## src/rtl/ptc_pkg.sv

```systemverilog
package ptc_pkg;
  localparam int ADDR_W = 2;

  localparam logic [ADDR_W-1:0] A_CTRL  = 2'd0;
  localparam logic [ADDR_W-1:0] A_PRESC = 2'd1;
  localparam logic [ADDR_W-1:0] A_CMP   = 2'd2;
  localparam logic [ADDR_W-1:0] A_COUNT = 2'd3;

  localparam int B_RUN  = 0;
  localparam int B_SRC  = 1;
  localparam int B_POL  = 2;
  localparam int B_FREE = 3;
  localparam int B_IE   = 4;
  localparam int B_FLAG = 5;

  localparam int B_BYP  = 4;

  typedef struct packed {
    logic src;
    logic pol;
    logic free;
  } lock_cfg_t;
endpackage

```

## src/rtl/ptc_prescaler.sv

```systemverilog
module ptc_prescaler #(
  parameter int PS_W = 4
) (
  input  logic            clk,
  input  logic            rst,
  input  logic            en,
  input  logic            byp,
  input  logic [PS_W-1:0] code,
  output logic            tick
);
  localparam int DIV_W = 2 ** PS_W;

  logic [DIV_W-1:0] pcnt;
  logic [DIV_W:0]   span;
  logic [DIV_W-1:0] last;
  logic [PS_W:0]    shamt;

  always_comb begin
    shamt = {1'b0, code} + 1'b1;
    span  = (DIV_W + 1)'(1) << shamt;
    last  = DIV_W'(span - 1'b1);
  end

  assign tick = en && (byp || (pcnt == last));

  always_ff @(posedge clk) begin
    if (rst || !en) begin
      pcnt <= '0;
    end else if (pcnt == last) begin
      pcnt <= '0;
    end else begin
      pcnt <= pcnt + 1'b1;
    end
  end
endmodule

```

## src/rtl/ptc_edge_sync.sv

```systemverilog
module ptc_edge_sync #(
  parameter int STAGES = 2
) (
  input  logic clk,
  input  logic rst,
  input  logic din,
  output logic rise,
  output logic fall
);
  logic [STAGES:0] chain;

  always_ff @(posedge clk) begin
    if (rst) chain[0] <= 1'b0;
    else     chain[0] <= din;
  end

  for (genvar g = 1; g <= STAGES; g++) begin : g_stage
    always_ff @(posedge clk) begin
      if (rst) chain[g] <= 1'b0;
      else     chain[g] <= chain[g-1];
    end
  end

  assign rise =  chain[STAGES-1] && !chain[STAGES];
  assign fall = !chain[STAGES-1] &&  chain[STAGES];
endmodule

```

## src/rtl/ptc_count_core.sv

```systemverilog
module ptc_count_core #(
  parameter int CNT_W = 16
) (
  input  logic             clk,
  input  logic             rst,
  input  logic             en,
  input  logic             inc,
  input  logic             free,
  input  logic             clr,
  input  logic [CNT_W-1:0] cmp,
  output logic [CNT_W-1:0] cnt,
  output logic             flag
);
  logic hit;

  assign hit = inc && (cnt == cmp);

  always_ff @(posedge clk) begin
    if (rst || !en) begin
      cnt  <= '0;
      flag <= 1'b0;
    end else begin
      if (inc) begin
        if (hit && !free) cnt <= '0;
        else              cnt <= cnt + 1'b1;
      end
      flag <= hit || (flag && !clr);
    end
  end
endmodule

```

## src/rtl/ptc_top.sv

```systemverilog
module ptc_top #(
  parameter int CNT_W   = 16,
  parameter int PS_W    = 4,
  parameter int SYNC_N  = 2,
  parameter int DATA_W  = 32,
  parameter int ADDR_W  = 2
) (
  input  logic              clk,
  input  logic              rst,
  input  logic              wr_en,
  input  logic [ADDR_W-1:0] wr_addr,
  input  logic [DATA_W-1:0] wr_data,
  input  logic [ADDR_W-1:0] rd_addr,
  output logic [DATA_W-1:0] rd_data,
  input  logic              pulse_in,
  output logic              irq_o
);
  import ptc_pkg::*;

  logic             en_q, ie_q, byp_q;
  lock_cfg_t        cfg_q;
  logic [PS_W-1:0]  code_q;
  logic [CNT_W-1:0] cmp_q, cnt_q;
  logic             flag_q;
  logic             wr_ctrl, wr_presc, cfg_open, clr_flag;
  logic             tick, rise, fall, edge_ev, inc;
  logic [DATA_W-1:0] rd_mux;

  assign wr_ctrl  = wr_en && (wr_addr == A_CTRL);
  assign wr_presc = wr_en && (wr_addr == A_PRESC) && !en_q;
  assign cfg_open = wr_ctrl && !en_q && !wr_data[B_RUN];
  assign clr_flag = wr_ctrl && wr_data[B_FLAG];

  always_ff @(posedge clk) begin
    if (rst) begin
      en_q   <= 1'b0;
      ie_q   <= 1'b0;
      cfg_q  <= '0;
      byp_q  <= 1'b0;
      code_q <= '0;
      cmp_q  <= '0;
    end else begin
      if (wr_ctrl) begin
        en_q <= wr_data[B_RUN];
        ie_q <= wr_data[B_IE];
      end
      if (cfg_open) begin
        cfg_q.src  <= wr_data[B_SRC];
        cfg_q.pol  <= wr_data[B_POL];
        cfg_q.free <= wr_data[B_FREE];
      end
      if (wr_presc) begin
        code_q <= wr_data[PS_W-1:0];
        byp_q  <= wr_data[B_BYP];
      end
      if (wr_en && (wr_addr == A_CMP)) cmp_q <= wr_data[CNT_W-1:0];
    end
  end

  ptc_prescaler #(.PS_W(PS_W)) presc_i (
    .clk(clk), .rst(rst), .en(en_q), .byp(byp_q), .code(code_q), .tick(tick)
  );

  ptc_edge_sync #(.STAGES(SYNC_N)) sync_i (
    .clk(clk), .rst(rst), .din(pulse_in), .rise(rise), .fall(fall)
  );

  assign edge_ev = cfg_q.pol ? fall : rise;
  assign inc     = cfg_q.src ? edge_ev : tick;

  ptc_count_core #(.CNT_W(CNT_W)) core_i (
    .clk(clk), .rst(rst), .en(en_q), .inc(inc), .free(cfg_q.free),
    .clr(clr_flag), .cmp(cmp_q), .cnt(cnt_q), .flag(flag_q)
  );

  always_comb begin
    rd_mux = '0;
    case (rd_addr)
      A_CTRL: begin
        rd_mux[B_RUN]  = en_q;
        rd_mux[B_SRC]  = cfg_q.src;
        rd_mux[B_POL]  = cfg_q.pol;
        rd_mux[B_FREE] = cfg_q.free;
        rd_mux[B_IE]   = ie_q;
        rd_mux[B_FLAG] = flag_q;
      end
      A_PRESC: begin
        rd_mux[PS_W-1:0] = code_q;
        rd_mux[B_BYP]    = byp_q;
      end
      A_CMP:   rd_mux[CNT_W-1:0] = cmp_q;
      default: rd_mux[CNT_W-1:0] = cnt_q;
    endcase
  end

  always_ff @(posedge clk) begin
    if (rst) begin
      rd_data <= '0;
      irq_o   <= 1'b0;
    end else begin
      rd_data <= rd_mux;
      irq_o   <= flag_q && ie_q;
    end
  end
endmodule

```

## config.mk

```make
export PLATFORM = sky130hd
export DESIGN_NAME = ptc_top
export DESIGN_NICKNAME = d
export VERILOG_FILES = /design/src/rtl/ptc_pkg.sv /design/src/rtl/ptc_prescaler.sv /design/src/rtl/ptc_edge_sync.sv /design/src/rtl/ptc_count_core.sv /design/src/rtl/ptc_top.sv
export SDC_FILE = /design/constraint.sdc
export NUM_CORES = 1
export LEC_CHECK = 0
export ABC_AREA = 1
export BUFFER_PORTS_ARGS = -buffer_cell sky130_fd_sc_hd__buf_4
export CORE_UTILIZATION = 35
export DETAILED_ROUTE_END_ITERATION = 7
export GPL_TIMING_DRIVEN = 1
export PLACE_DENSITY = 0.66
export SYNTH_ARGS = -nofsm -noshare
export SYNTH_HDL_FRONTEND = slang
export SYNTH_SLANG_ARGS = --single-unit
export TNS_END_PERCENT = 100
```

## constraint.sdc

```tcl
create_clock -name clk -period 2.2 [get_ports clk]
set_input_delay 0.11 -clock clk [delete_from_list [all_inputs] [get_ports clk]]
set_output_delay 0.11 -clock clk [all_outputs]
set_load 0.03 [all_outputs]
```

### Word level (Yosys, flattened, before mapping)

Cells that the tools add are included.

* output and inout bits: 33
* register bits after elaboration: 95
* logic and storage cells: 61

* equality and inequality tests: 6
* reductions and logical operators: 27
* shift operators: 1
* add/sub/neg operators: 4
* mux-type cells: 6

Operators with widths (number)
* adder 16 x 1 -> 16 bit (second input constant): 2
* equality test 16 bit: 2
* case mux 10 bit (2 select lines): 1
* 2-to-1 mux 16 bit: 1
* << shifter 1 x 5 -> 16 bit (first input constant): 1
* subtractor 16 x 1 -> 16 bit (second input constant): 1
* case mux 5 bit (3 select lines): 1
* logical AND 1 bit: 14
* logical NOT 1 bit: 6
* adder 4 x 1 -> 5 bit (second input constant): 1
* equality test 2 x 1 -> 1 bit (second input constant): 2
* equality test 2 bit (second input constant): 2
* logical NOT 2 bit: 2
* OR reduction 2 bit: 2
* logical OR 1 bit: 3
* case mux 1 bit (3 select lines): 1
* 2-to-1 mux 1 bit: 2

### Depth between registers and ports, before layout

Gate-level depths: netlist of run 1.

* depth after elaboration: 10
* gate-level depth with buffers: 24

### Modules after synthesis

From an unflattened synthesis of run 1, not the netlist that was laid out.

* cell total of the unflattened synthesis: 670
* area, all modules: 4322.9 um2

By module, submodules not included
* ptc_top: sequential area each 860.8 um2, area an instance 1814.2 um2, times used 1, cells each 250
* ptc_prescaler: sequential area each 320.3 um2, area an instance 1321.3 um2, times used 1, cells each 226
* ptc_count_core: sequential area each 340.3 um2, area an instance 1093.5 um2, times used 1, cells each 182
* ptc_edge_sync: sequential area each 60.1 um2, area an instance 93.8 um2, times used 1, cells each 12

### Worst setup path before layout of run 1

OpenSTA, ideal clock, no wires.

* path kind: reg-to-reg
* start: register code_q[3]
* end: register core_i.cnt[11]
* setup slack: -39 ps
* stages on the path, launching flop included: 20
* path buffers: 2
* arrival: 2165 ps
* data required time: 2126 ps
* period minus slack after synthesis: 2239 ps
* cell sequence: dfxtp_1 -> inv_2 -> buf_2 -> nand3_1 -> ha_1 -> inv_1 -> nand2_1 -> nand3_1 -> a21oi_1 -> nand3_1 -> nor2_1 -> nand2_1 -> nor2_1 -> nand3_1 -> nand2_1 -> nand2_2 -> nand2_4 -> buf_4 -> o211ai_1 -> a21oi_1

* word-level cells in the longest chain between the ends: 10

Ends and longest elaborated chain
* from (decl): RTL line ptc_top.sv:22 `logic [PS_W-1:0] code_q;`
* from (signal assigned): RTL line ptc_top.sv:53 `code_q <= wr_data[PS_W-1:0];`
* adder 4 x 1 -> 5 bit (*): RTL line ptc_prescaler.sv:19 `shamt = {1'b0, code} + 1'b1;`
* << shifter 1 x 5 -> 16 bit (*): RTL line ptc_prescaler.sv:20 `span = (DIV_W + 1)'(1) << shamt;`
* subtractor 16 x 1 -> 16 bit (*): RTL line ptc_prescaler.sv:21 `last = DIV_W'(span - 1'b1);`
* equality test 16 bit (*): RTL line ptc_prescaler.sv:24 `assign tick = en && (byp || (pcnt == last));`
* logical OR 1 bit (*): RTL line ptc_prescaler.sv:24
* logical AND 1 bit (*): RTL line ptc_prescaler.sv:24
* 2-to-1 mux 1 bit (*): RTL line ptc_top.sv:69 `assign inc = cfg_q.src ? edge_ev : tick;`
* logical AND 1 bit: RTL line ptc_count_core.sv:16 `assign hit = inc && (cnt == cmp);`
* logical AND 1 bit: RTL line ptc_count_core.sv:24 `if (hit && !free) cnt <= '0;`
* 2-to-1 mux 16 bit: RTL line ptc_count_core.sv:24
* to (signal assigned): RTL line ptc_count_core.sv:25 `else cnt <= cnt + 1'b1;`
* to (decl): RTL line ptc_count_core.sv:11 `output logic [CNT_W-1:0] cnt,`

Every way passes the cells marked *; elsewhere a longest branch is shown, timed or not.
A chain may end at the register's enable or synchronous reset.

### Final worst setup path of run 1

* start: register code_q[0]
* end: register core_i.cnt[9]

Same word-level chain as after synthesis.

==> results of run 1 <==
## area by class of cell
cell class | count | area (um^2) | share of cell area [%]
multi-input combinational | 466 | 2360 | 43.8
clock buffer | 9 | 225 | 4.19
tap | 168 | 210 | 3.91
clock inverter | 7 | 77.6 | 1.44
timing repair buffer | 77 | 613 | 11.4
inverter | 82 | 313 | 5.81
sequential | 79 | 1580 | 29.4
## worst max-delay path, cell delays in order, from the launching register on
cell     delay [ps]
dfxtp_2         330
nor2_4          110
nand3_2          90
ha_4            280
inv_2            30
nand2_2          50
nand3_2          60
a21oi_2          90
nand3_1          80
nor2_1          110
nand2_1          50
nor2_1          110
nand3_1         110
nand2_1         110
nand2_2          70
nand2_4         110
buf_12          120
nand3_4          80
nand2_2         110
nor2_1           50
## logic make-up (layout without fill, tap and decap cells)
| logic type | Yosys count | in the layout | share of synthesized area (%) |
|---|---|---|---|
| xor+xnor | 26 | 26 | 5.24 |
| flops | 79 | 79 | 36.4 |
| simple gates | 321 | 321 | 31.9 |
| buf+inv | 122 | 175 | 12.8 |
| other cells | 2 | 17 | 0.173 |
| compound gates | 99 | 99 | 12.6 |
| fa+ha+maj | 3 | 3 | 0.865 |
## stage by stage
step,power (mW),setup slack [ps],util [%],TNS [ps]
finish,3.42,-41.3,44.6,-321
global route,3.57,-293,44.6,-3410
floorplan,1.78,12.9,-,0
detailed placement,1.89,-121,40.5,-1250
global placement,1.89,-103,40.5,-898
CTS,3.44,-44.5,43.8,-318
## registers in the layout, indices dropped and copies added, names as in the netlist
signal and count:
ie_q 1, core_i.cnt 16, rd_data 16, cmp_q 16, code_q 4, core_i.flag 1, byp_q 1, presc_i.pcnt 16
en_q 1, irq_o 1, sync_i.chain 3, cfg_q 3
## power by group
group	internal (mW)	total, mW	switching (mW)
combinational	0.151	0.408	0.258
sequential	1.46	1.49	0.0248
clock	0.890	1.53	0.638
## cells in the final DEF (no fill, tap or decap), drive strengths merged, types with 2 or more instances in the layout
| cell | instances |
|---|---|
| nand2 | 156 |
| xnor2 | 8 |
| clkbuf | 9 |
| dlygate4sd3 | 6 |
| nand3 | 61 |
| o2111ai | 2 |
| o21ai | 35 |
| buf | 71 |
| conb | 17 |
| nor3b | 5 |
| nor3 | 11 |
| xor2 | 18 |
| dfxtp | 79 |
| clkinv | 4 |
| o211ai | 14 |
| nor2 | 75 |
| nand4 | 5 |
| ha | 3 |
| a21oi | 45 |
| inv | 83 |
| nor4 | 7 |
## timing repair
action / CTS / global route
endpoints found under the setup margin: 16 / 25
pin swaps: 7 / 14
hold endpoints to repair: 6 / 0
resized for setup: 10 / 21
cloned: 0 / 0
setup buffers: 0 / 1
hold buffers: 6 / 0
## worst max path at each step
stage	startpoint	end	slack (ps)	cells past startpoint
6_report	code_q[0]	core_i.cnt[9]	-40	19
5_1_grt	code_q[0]	core_i.cnt[6]	-290	20
4_1_cts	code_q[1]	core_i.cnt[14]	-40	18
3_5_place_dp	code_q[0]	core_i.cnt[10]	-120	17
3_3_place_gp	code_q[0]	core_i.cnt[10]	-100	17
2_1_floorplan	code_q[2]	core_i.cnt[11]	10	20
## layer usage
metal / global-route usage (%) / part of all wire, % / vias up
li1: - / - / 2194
met1: 21.6 / 46 / 1851
met2: 30.5 / 48 / 84
met3: 4.62 / 3.6 / 24
met4: 7.11 / 2.2 / 0
met5: 0 / 0 / -
==> metrics.md, run 1 <==
| Metric | Value |
|---|---|
| Core Box Area | 0.0121 mm^2 |
| Largest net degree at the start of global routing | 33 |
| Leakage | 2.24 nW |
| Leading area contributor after synthesis | dfxtp_1 |
| H-tree depth | 3 |
| Port Buffers | 40 |
| Fill count | about 1,200 |
| CP Max Fanout | 5 |
| Worst hold path cell count | 3 |
| Gr usage total | between 10% and 20% |
| Drt drc | 0 |
| DIE WIDTH | roughly 110 um |
| Number of global-route vias before repair | 3,789 |
| Row count | 40 |
| RSZ-0062 raised after global routing | true |
| Final Critical Period | 2240 ps |
| Die footprint | 0.0129 mm^2 |
| Placed Area | 0.00488 mm^2 |
| Failing checks | setup timing |
| Drt pass-1 iters | 7 |
| GRT overflow | 0 |
| FF-to-FF setup slack | -40 ps |
| Synth top area cells | dfxtp_1 36%, nand2_1 13%, nand3_1 7.0%, inv_1 6.5%, nor2_1 6.1% |
| Fraction of registers with async set/reset | 0% |
| Area grow syn2layout | 23.9% |
| Clk_skew | ~7.5 ps |
| Slew margin rel. | 57.4% |
| Worst r2r src | code_q[0] |
| HPWL Detailed | between 8 and 9 mm |
| CTS tree | built |
| Cell count after synthesis | between 600 and 700 |
| # IOs | 73 |
| Endpoints failing setup | 14 |
| DR WL/cell | about 12 um |
| Post-Syn Area per Cell | 6.66 um^2 |
| Synth unique cells | 32 |
| Worst EP arrival | about 2500 ps |
| Final hold violation count | 0 |
| Total CTS buffers | 9 |
| N_diodes | 0 |
| Synth Flop Type | dfxtp_1 |
| Outcome | complete, but fails checks |
| Final WS setup | -41.3 ps |
| Top cells by count, synth | 151 x nand2_1, 79 x dfxtp_1, 75 x inv_1 |
| Placer Congestion | 0.905 |
| WP data required | 2450 ps |
| Via-per-instance ratio | between 4 and 5 |
| Final non-filler cell total | a little under 900 |
| Power per cell area | approximately 640 mW/mm^2 |
| Max Cap Violations | 0 |
| Layout Nets | approximately 760 |
| Setup crit end kind | flip-flop |
| Synth Register Bits | slightly below 80 |
| DRT Wirelength | roughly 11 mm |
| Dpl cells | around 870 |
| Slew @ Worst Pin | 632 ps |
| Slew Viols, Final | 0 |
| CTS clk-pin slew, worst paths | around 70 ps |
| Period utilization | 102% |
| Number of DRC markers in iteration 0 | 283 |
| Hold Path Class | input pin to flip-flop |
| Starting density of the core | between 30% and 40% |
| Design area | roughly 0.0054 mm^2 |
| Hold-critical path endpoint | cmp_q[2] |
| Sequential share of the synthesized area | between 30 and 40% |
| Hold Crit Start | wr_data[2] |
| Hold_ws | 22.0 ps |
| Clk Latency, worst-skew pair | 350 ps |
| Root Driver | clkbuf_16 |
| Highest clock rate | approximately 450 MHz |
| Antenna violations before repair | 0 |
| Post-synth EDFFs | 0 |
| Critical Path Start Type | flip-flop |
| Reg2Reg Capture Point | core_i.cnt[9] |
| Share of layout cells above drive strength 1 | between 15 and 20% |
| Peak supply drop | 0.399 mV |
| Worst Setup Path Type | flip-flop to flip-flop |
| Max Root-Sink Buffers | 2 |
| Synth top area share | between 30% and 40% |
| ANT nets after route | 0 |
| Reg2Reg Depth | 19 |
| YS warnings | 0 |
| First-pass GRT wire length | approximately 18 mm |
| Mapped Area | 0.00434 mm^2 |
| Count leader, synth | nand2_1 |
| Die H | between 100 and 150 um |
| Vias | 4,153 |
| Sink Count | around 80 |
Power figures use the tool's default switching activity.
==> inputs of run 2 (changes only) <==
--- a/config.mk
+++ b/config.mk
@@ -7,10 +7,12 @@
 export LEC_CHECK = 0
 export ABC_AREA = 1
 export BUFFER_PORTS_ARGS = -buffer_cell sky130_fd_sc_hd__buf_4
+export CORE_ASPECT_RATIO = 0.6
 export CORE_UTILIZATION = 35
 export DETAILED_ROUTE_END_ITERATION = 7
 export GPL_TIMING_DRIVEN = 1
 export PLACE_DENSITY = 0.66
+export REMOVE_ABC_BUFFERS = 1
 export SYNTH_ARGS = -nofsm -noshare
 export SYNTH_HDL_FRONTEND = slang
 export SYNTH_SLANG_ARGS = --single-unit
==> metrics.md, run 2 (synthesis results as in run 1) <==
| Metric | Value |
|---|---|
| Worst r2r src | code_q[0] (unchanged) |
| Final WS setup | -113 ps (was -41.3 ps) |
| Port Buffers | 40 (unchanged) |
| Final Critical Period | 2310 ps (was 2240 ps) |
| Via-per-instance ratio | 4.98 (was 4.68) |
| Final non-filler cell total | 891 (was 888) |
| FF-to-FF setup slack | -110 ps (was -40 ps) |
| Most frequent cells in the layout | 143 x nand2_1, 77 x dfxtp_1, 76 x buf_4 (was 146 x nand2_1, 77 x dfxtp_1, 74 x inv_1) |
| Root Driver | clkbuf_16 (unchanged) |
| Placement Setup Slack | -140 ps (was -121 ps) |
| Worst EP arrival | 2550 ps (was 2490 ps) |
| Slew @ Worst Pin | 617 ps (was 632 ps) |
| CP dominant cell by count | nand2_1 |
| HPWL Detailed | 9.53 mm (was 8.15 mm) |
| Sink Count | 79 (unchanged) |
| Number of DRC markers in iteration 0 | 600 (was 283) |
| First-pass GRT wire length | 20.6 mm (was 18.0 mm) |
| Max Root-Sink Buffers | 2 (unchanged) |
| Period utilization | 105% (was 102%) |
| Vias | 4,439 (was 4,153) |
| DR WL/cell | 14.6 um (was 12.4 um) |
| Hold-critical path endpoint | cmp_q[6] (was cmp_q[2]) |
| WP data required | 2440 ps (was 2450 ps) |
| Drt drc | 0 (unchanged) |
| Slowest CP cell | dfxtp_2 (unchanged) |
| Cell-internal power | 2.95 mW (was 2.50 mW) |
| Sequential Power Share | 38.5% (was 43.4%) |
| Drt pass-1 iters | 6 (was 7) |
| Dpl cells | 869 (was 865) |
| DRT Wirelength | 13.0 mm (was 11.0 mm) |
| Worst hold path cell count | 3 (unchanged) |
| Comb power frac | 11.2% (was 11.9%) |
| Fin util | 46.1% (was 44.6%) |
| Gr usage total | 21.0% (was 17.9%) |
| DIE WIDTH | 146 um (was 113 um) |
| Worst Setup Path Type | flip-flop to flip-flop (unchanged) |
| Reg2Reg Depth | 19 (unchanged) |
| Highest clock rate | 432 MHz (was 446 MHz) |
| Setup crit end kind | flip-flop (unchanged) |
| Final hold violation count | 0 (unchanged) |
| Critical Path Start Type | flip-flop (unchanged) |
| RSZ-0062 raised after global routing | true (unchanged) |
| Largest net degree at the start of global routing | 33 (unchanged) |
| GRT overflow | 0 (unchanged) |
| CTS clk-pin slew, worst paths | 60 ps (was 70 ps) |
| Failing checks | setup timing (unchanged) |
| Die H | 88.3 um (was 113 um) |
| Hold Crit Start | wr_data[6] (was wr_data[2]) |
| Fill count | 1,211 (was 1,226) |
| Commonest non-fill, non-tap cell in the layout | nand2_1 (unchanged) |
| Starting density of the core | 36.0% (about the same) |
| H-tree depth | 3 (unchanged) |
| Hold_ws | 1.14 ps (was 22.0 ps) |
| Slew Viols, Final | 0 (unchanged) |
| Worst path max stage delay | 340 ps (was 330 ps) |
| Part of the power in the clock network | 50.3% (was 44.6%) |
| ANT nets after route | 0 (unchanged) |
| Number of global-route vias before repair | 3,840 (was 3,789) |
| Core Box Area | 0.0121 mm^2 (about the same) |
| Clk Latency, worst-skew pair | 340 ps (was 350 ps) |
| Power per cell area | 696 mW/mm^2 (was 636 mW/mm^2) |
| CP Max Fanout | 6 (was 5) |
| Reg2Reg Capture Point | core_i.cnt[6] (was core_i.cnt[9]) |
| N_diodes | 0 (unchanged) |
| Slew margin rel. | 58.8% (was 57.4%) |
| Die footprint | 0.0129 mm^2 (about the same) |
| Layout Nets | 765 (was 758) |
| Outcome | complete, but fails checks (unchanged) |
| Sw Ratio | 23.8% (was 26.9%) |
| # IOs | 73 (unchanged) |
| Area grow syn2layout | 28.2% (was 23.9%) |
| Placed Area | 0.00496 mm^2 (was 0.00488 mm^2) |
| CP cell instances | nor2_4, nand3_4, ha_4, inv_2, nand2_2, nand3_2, a21oi_2, nand3_1, nor2_1, nand2_1, nor2_1, nand3_1, nand2_1, nand2_2, nand2_8, buf_4, nand3_4, nand2_1, nor2_2 (was nor2_4, nand3_2, ha_4, inv_2, nand2_2, nand3_2, a21oi_2, nand3_1, nor2_1, nand2_1, nor2_1, nand3_1, nand2_1, nand2_2, nand2_4, buf_12, nand3_4, nand2_2, nor2_1) |
| Antenna violations before repair | 0 (unchanged) |
| Leakage | 2.35 nW (was 2.24 nW) |
| Psw | 0.923 mW (was 0.921 mW) |
| Placer Congestion | 0.909 (was 0.905) |
| Peak supply drop | 0.394 mV (was 0.399 mV) |
| Total CTS buffers | 9 (unchanged) |
| CTS tree | built (unchanged) |
| Max Cap Violations | 0 (unchanged) |
| Design area | 0.00557 mm^2 (was 0.00538 mm^2) |
| Row count | 31 (was 40) |
| Endpoints failing setup | 15 (was 14) |
| Share of layout cells above drive strength 1 | 19.0% (was 17.4%) |
| Clk_skew | 5.73 ps (was 7.51 ps) |
| Hold Path Class | input pin to flip-flop (unchanged) |
==> run 2: cell types whose count changed in the layout (fill, tap and decap cells not counted), moves of 2 or more <==
| cell | delta |
|---|---|
| buf_4 | +8 |
| nand2_2 | +2 |
| inv_6 | -4 |
| dlygate4sd3_1 | -3 |
| bufinv_16 | +4 |
| nand3_1 | -2 |
| nand2_1 | -3 |
| nor2_2 | +2 |
==> run 2: area by class of cell <==
type	count	area, um^2	area share [%]
Timing Repair Buffer	84	691	12.4
Clock inverter	6	158	2.83
Inverter	82	310	5.58
Sequential cell	79	1580	28.5
Tap cell	165	206	3.71
Multi-Input combinational cell	466	2390	43.0
Clock buffer	9	225	4.05
==> run 2: power by group through the flow <==
stage          Sequential, mW  Clock (mW)  Combinational [mW]
2_1_floorplan            1.53           0               0.211
3_3_place_gp             1.52           0               0.385
3_5_place_dp             1.52           0               0.384
4_1_cts                  1.49        1.97               0.414
5_1_grt                  1.49        2.03               0.473
6_report                 1.49        1.95               0.434
==> run 2: worst max-delay path: cells and delay by family, from the launching register on <==
kind | cells | cell delay, ps
compound gates | 1 | 100
fa+ha+maj | 1 | 280
simple gates | 15 | 1320
flops | 1 | 340
buf+inv | 2 | 170
==> run 2: what timing repair did <==
action | in CTS | in global routing
pin swaps | 13 | 12
gates resized for setup | 20 | 17
setup buffers | 2 | 1
endpoints found under the hold margin | 3 | 0
cloned | 1 | 0
hold buffers | 3 | 0
setup endpoints to repair | 17 | 22
==> run 2: stage by stage <==
| step | total power [mW] | TNS (ps) |
|---|---|---|
| 2_1_floorplan | 1.74 | -2730 |
| 3_3_place_gp | 1.90 | -1070 |
| 3_5_place_dp | 1.90 | -1750 |
| 4_1_cts | 3.87 | -545 |
| 5_1_grt | 4.00 | -3960 |
| 6_report | 3.87 | -1190 |
==> run 2: how the worst max path moves through the flow <==
| stage | startpoint | endpoint | slack, ps | cells past startpoint |
|---|---|---|---|---|
| after global placement | code_q[0] | core_i.cnt[3] | -80 | 18 |
| final | code_q[0] | core_i.cnt[6] | -110 | 19 |
| after detailed placement | code_q[0] | core_i.cnt[13] | -140 | 17 |
| after floorplan | code_q[3] | core_i.cnt[2] | -210 | 20 |
| after global routing | code_q[0] | core_i.cnt[11] | -280 | 18 |
| after CTS | code_q[1] | core_i.cnt[12] | -80 | 18 |
==> run 2: per-layer routing <==
metal	track usage [%]	vias up	part of all wire, %
li1	-	2201	-
met1	32.8	2012	52
met5	0	-	0
met4	5.17	0	0.88
met3	6.24	14	12
met2	26.8	212	35
==> inputs of run 3 (changes only) <==
--- a/config.mk
+++ b/config.mk
@@ -6,12 +6,12 @@
 export NUM_CORES = 1
 export LEC_CHECK = 0
 export ABC_AREA = 1
-export BUFFER_PORTS_ARGS = -buffer_cell sky130_fd_sc_hd__buf_4
 export CORE_ASPECT_RATIO = 0.6
 export CORE_UTILIZATION = 35
 export DETAILED_ROUTE_END_ITERATION = 7
+export DONT_BUFFER_PORTS = 1
 export GPL_TIMING_DRIVEN = 1
-export PLACE_DENSITY = 0.66
+export PLACE_DENSITY = 0.61
 export REMOVE_ABC_BUFFERS = 1
 export SYNTH_ARGS = -nofsm -noshare
 export SYNTH_HDL_FRONTEND = slang
==> metrics.md, run 3 (synthesis results as in run 1) <==
| Metric | Value |
|---|---|
| Clk_skew | 11.4 ps (was 5.73 ps) |
| Worst hold path cell count | 2 (was 3) |
| Antenna violations before repair | 0 (unchanged) |
| Core Box Area | 0.0121 mm^2 (unchanged) |
| Endpoints failing setup | 17 (was 15) |
| Max Cap Violations | 0 (unchanged) |
| Vias | 4,321 (was 4,439) |
| Highest clock rate | 425 MHz (was 432 MHz) |
| Placement Setup Slack | -136 ps (was -140 ps) |
| Total CTS buffers | 9 (unchanged) |
| CP Max Fanout | 7 (was 6) |
| Cell family with most CP delay | simple AND/OR/NAND/NOR gates (unchanged) |
| Hold Path Class | input pin to flip-flop (unchanged) |
| Dpl cells | 826 (was 869) |
| N_diodes | 0 (unchanged) |
| Worst EP arrival | 2610 ps (was 2550 ps) |
| First-pass GRT wire length | 20.3 mm (was 20.6 mm) |
| WP data required | 2460 ps (was 2440 ps) |
| Worst path bufs/invs | 4 (was 2) |
| Worst path max stage delay | 330 ps (was 340 ps) |
| Drt pass-1 iters | 5 (was 6) |
| CTS tree | built (unchanged) |
| Commonest non-fill, non-tap cell in the layout | nand2_1 (unchanged) |
| Row count | 31 (unchanged) |
| Failing checks | setup timing (unchanged) |
| Reg2Reg Depth | 18 (was 19) |
| DRT Wirelength | 12.6 mm (was 13.0 mm) |
| Most frequent cells in the layout | 143 x nand2_1, 77 x dfxtp_1, 74 x inv_1 (was 143 x nand2_1, 77 x dfxtp_1, 76 x buf_4) |
| CP dominant cell by count | nand2_1 (unchanged) |
| Slew margin rel. | 44.9% (was 58.8%) |
| Peak supply drop | 0.363 mV (was 0.394 mV) |
| Die footprint | 0.0129 mm^2 (unchanged) |
| GRT overflow | 0 (unchanged) |
| CP cell instances | buf_4, inv_2, nand2_1, buf_4, nand4_1, nand2_1, nor2_1, nand2_1, nor2_1, nand2_1, nor2_1, nand3_1, nand2_1, nand2_2, nand2_4, buf_8, o211ai_1, a21oi_1 (was nor2_4, nand3_4, ha_4, inv_2, nand2_2, nand3_2, a21oi_2, nand3_1, nor2_1, nand2_1, nor2_1, nand3_1, nand2_1, nand2_2, nand2_8, buf_4, nand3_4, nand2_1, nor2_2) |
| Drt drc | 0 (unchanged) |
| Sink Count | 79 (unchanged) |
| Placer Congestion | 0.970 (was 0.909) |
| Starting density of the core | 36.0% (unchanged) |
| Die H | 88.3 um (unchanged) |
| Share of layout cells above drive strength 1 | 13.0% (was 19.0%) |
| Slowest CP cell | dfxtp_2 (unchanged) |
| Max Root-Sink Buffers | 2 (unchanged) |
| Final hold violation count | 0 (unchanged) |
| Final WS setup | -150 ps (was -113 ps) |
| Slew Viols, Final | 0 (unchanged) |
| Slew @ Worst Pin | 826 ps (was 617 ps) |
| Setup crit end kind | flip-flop (unchanged) |
| Outcome | complete, but fails checks (unchanged) |
| Number of global-route vias before repair | 3,921 (was 3,840) |
| Clk Latency, worst-skew pair | 350 ps (was 340 ps) |
| Area grow syn2layout | 22.1% (was 28.2%) |
| Number of DRC markers in iteration 0 | 359 (was 600) |
| Gr usage total | 20.4% (was 21.0%) |
| Largest net degree at the start of global routing | 33 (unchanged) |
| # IOs | 73 (unchanged) |
| DR WL/cell | 14.5 um (was 14.6 um) |
| Period utilization | 107% (was 105%) |
| H-tree depth | 3 (unchanged) |
| Via-per-instance ratio | 4.99 (was 4.98) |
| HPWL Detailed | 9.47 mm (was 9.53 mm) |
| RSZ-0062 raised after global routing | true (unchanged) |
| ANT nets after route | 0 (unchanged) |
| Final non-filler cell total | 866 (was 891) |
| Crit. path cell count | 18 (was 19) |
| Final Critical Period | 2350 ps (was 2310 ps) |
| Root Driver | clkbuf_16 (unchanged) |
| Worst Setup Path Type | flip-flop to flip-flop (unchanged) |
| Critical Path Start Type | flip-flop (unchanged) |
| DIE WIDTH | 146 um (unchanged) |
| Power per cell area | 652 mW/mm^2 (was 696 mW/mm^2) |
| Layout Nets | 739 (was 765) |
| CTS clk-pin slew, worst paths | 70 ps (was 60 ps) |
| Leakage | 2.15 nW (was 2.35 nW) |
| Port Buffers | 0 (was 40) |
run 3: cell count changes in the layout (fill, tap and decap cells not counted), sizes merged:
cell,before,now
buf,81,35
bufinv,5,1
clkbuf,9,11
clkinv,2,4
dlygate4sd3,3,23
inv,80,81
run 3: worst reg2reg max path: cells and delay by family, from the launching register on:
family / cells / cell delay, ps
buffers and inverters: 4 / 560
AOI/OAI and AO/OA: 2 / 270
and+or+nand+nor: 12 / 1090
DFF: 1 / 330
run 3: stage by stage:
stage / area (um^2) / setup TNS (ps) / power (mW) / hold WS (ps) / util, %
3_3_place_gp: 4610 / -235 / 1.85 / 185 / 38.2
3_5_place_dp: 4610 / -1250 / 1.86 / 185 / 38.2
4_1_cts: 5230 / -1310 / 3.46 / 5.08 / 43.3
6_report: 5300 / -1720 / 3.46 / 7.61 / 43.9
5_1_grt: 5300 / -4910 / 3.58 / 30.7 / 43.9
2_1_floorplan: 4150 / -2730 / 1.74 / 179 / -
run 3: what timing repair did:
action                                  CTS  global route
buffers inserted                          0             0
resized for setup                        14            21
hold endpoints to repair                 39             0
endpoints found under the setup margin   18            33
gates cloned                              1             0
hold buffers                             23             0
pin swaps                                11            19
run 3: report_power, final:
group	leakage, nW	internal [mW]	total, mW	switching, mW
Clock	0.148	0.923	1.56	0.639
Sequential	0.641	1.46	1.50	0.0384
Combinational	1.37	0.141	0.393	0.252
run 3: layout make-up:
class	instances	area [um^2]
Timing Repair Buffer	58	524
Sequential cell	79	1580
Clock inverter	5	66.3
Tap cell	165	206
Fill cell	1251	6760
Multi-Input combinational cell	466	2370
Clock buffer	11	243
Inverter	82	310
run 3: routing by layer:
layer	vias to the layer above	routed length (um)	global-route usage [%]
met1	1972	6630	31.2
met3	15	1140	5.26
met2	185	4660	27.3
li1	2149	-	-
met4	0	159	5.93
met5	-	0	0
run 3: worst paths after layout:
kind	slack (ps)	endpoint	startpoint
worst min-delay path	8	cmp_q[12]	wr_data[12]
worst min register to register	470	rd_data[13]	cmp_q[13]
worst max register to register	-150	core_i.cnt[5]	code_q[0]
worst max-delay path	-150	core_i.cnt[5]	code_q[0]
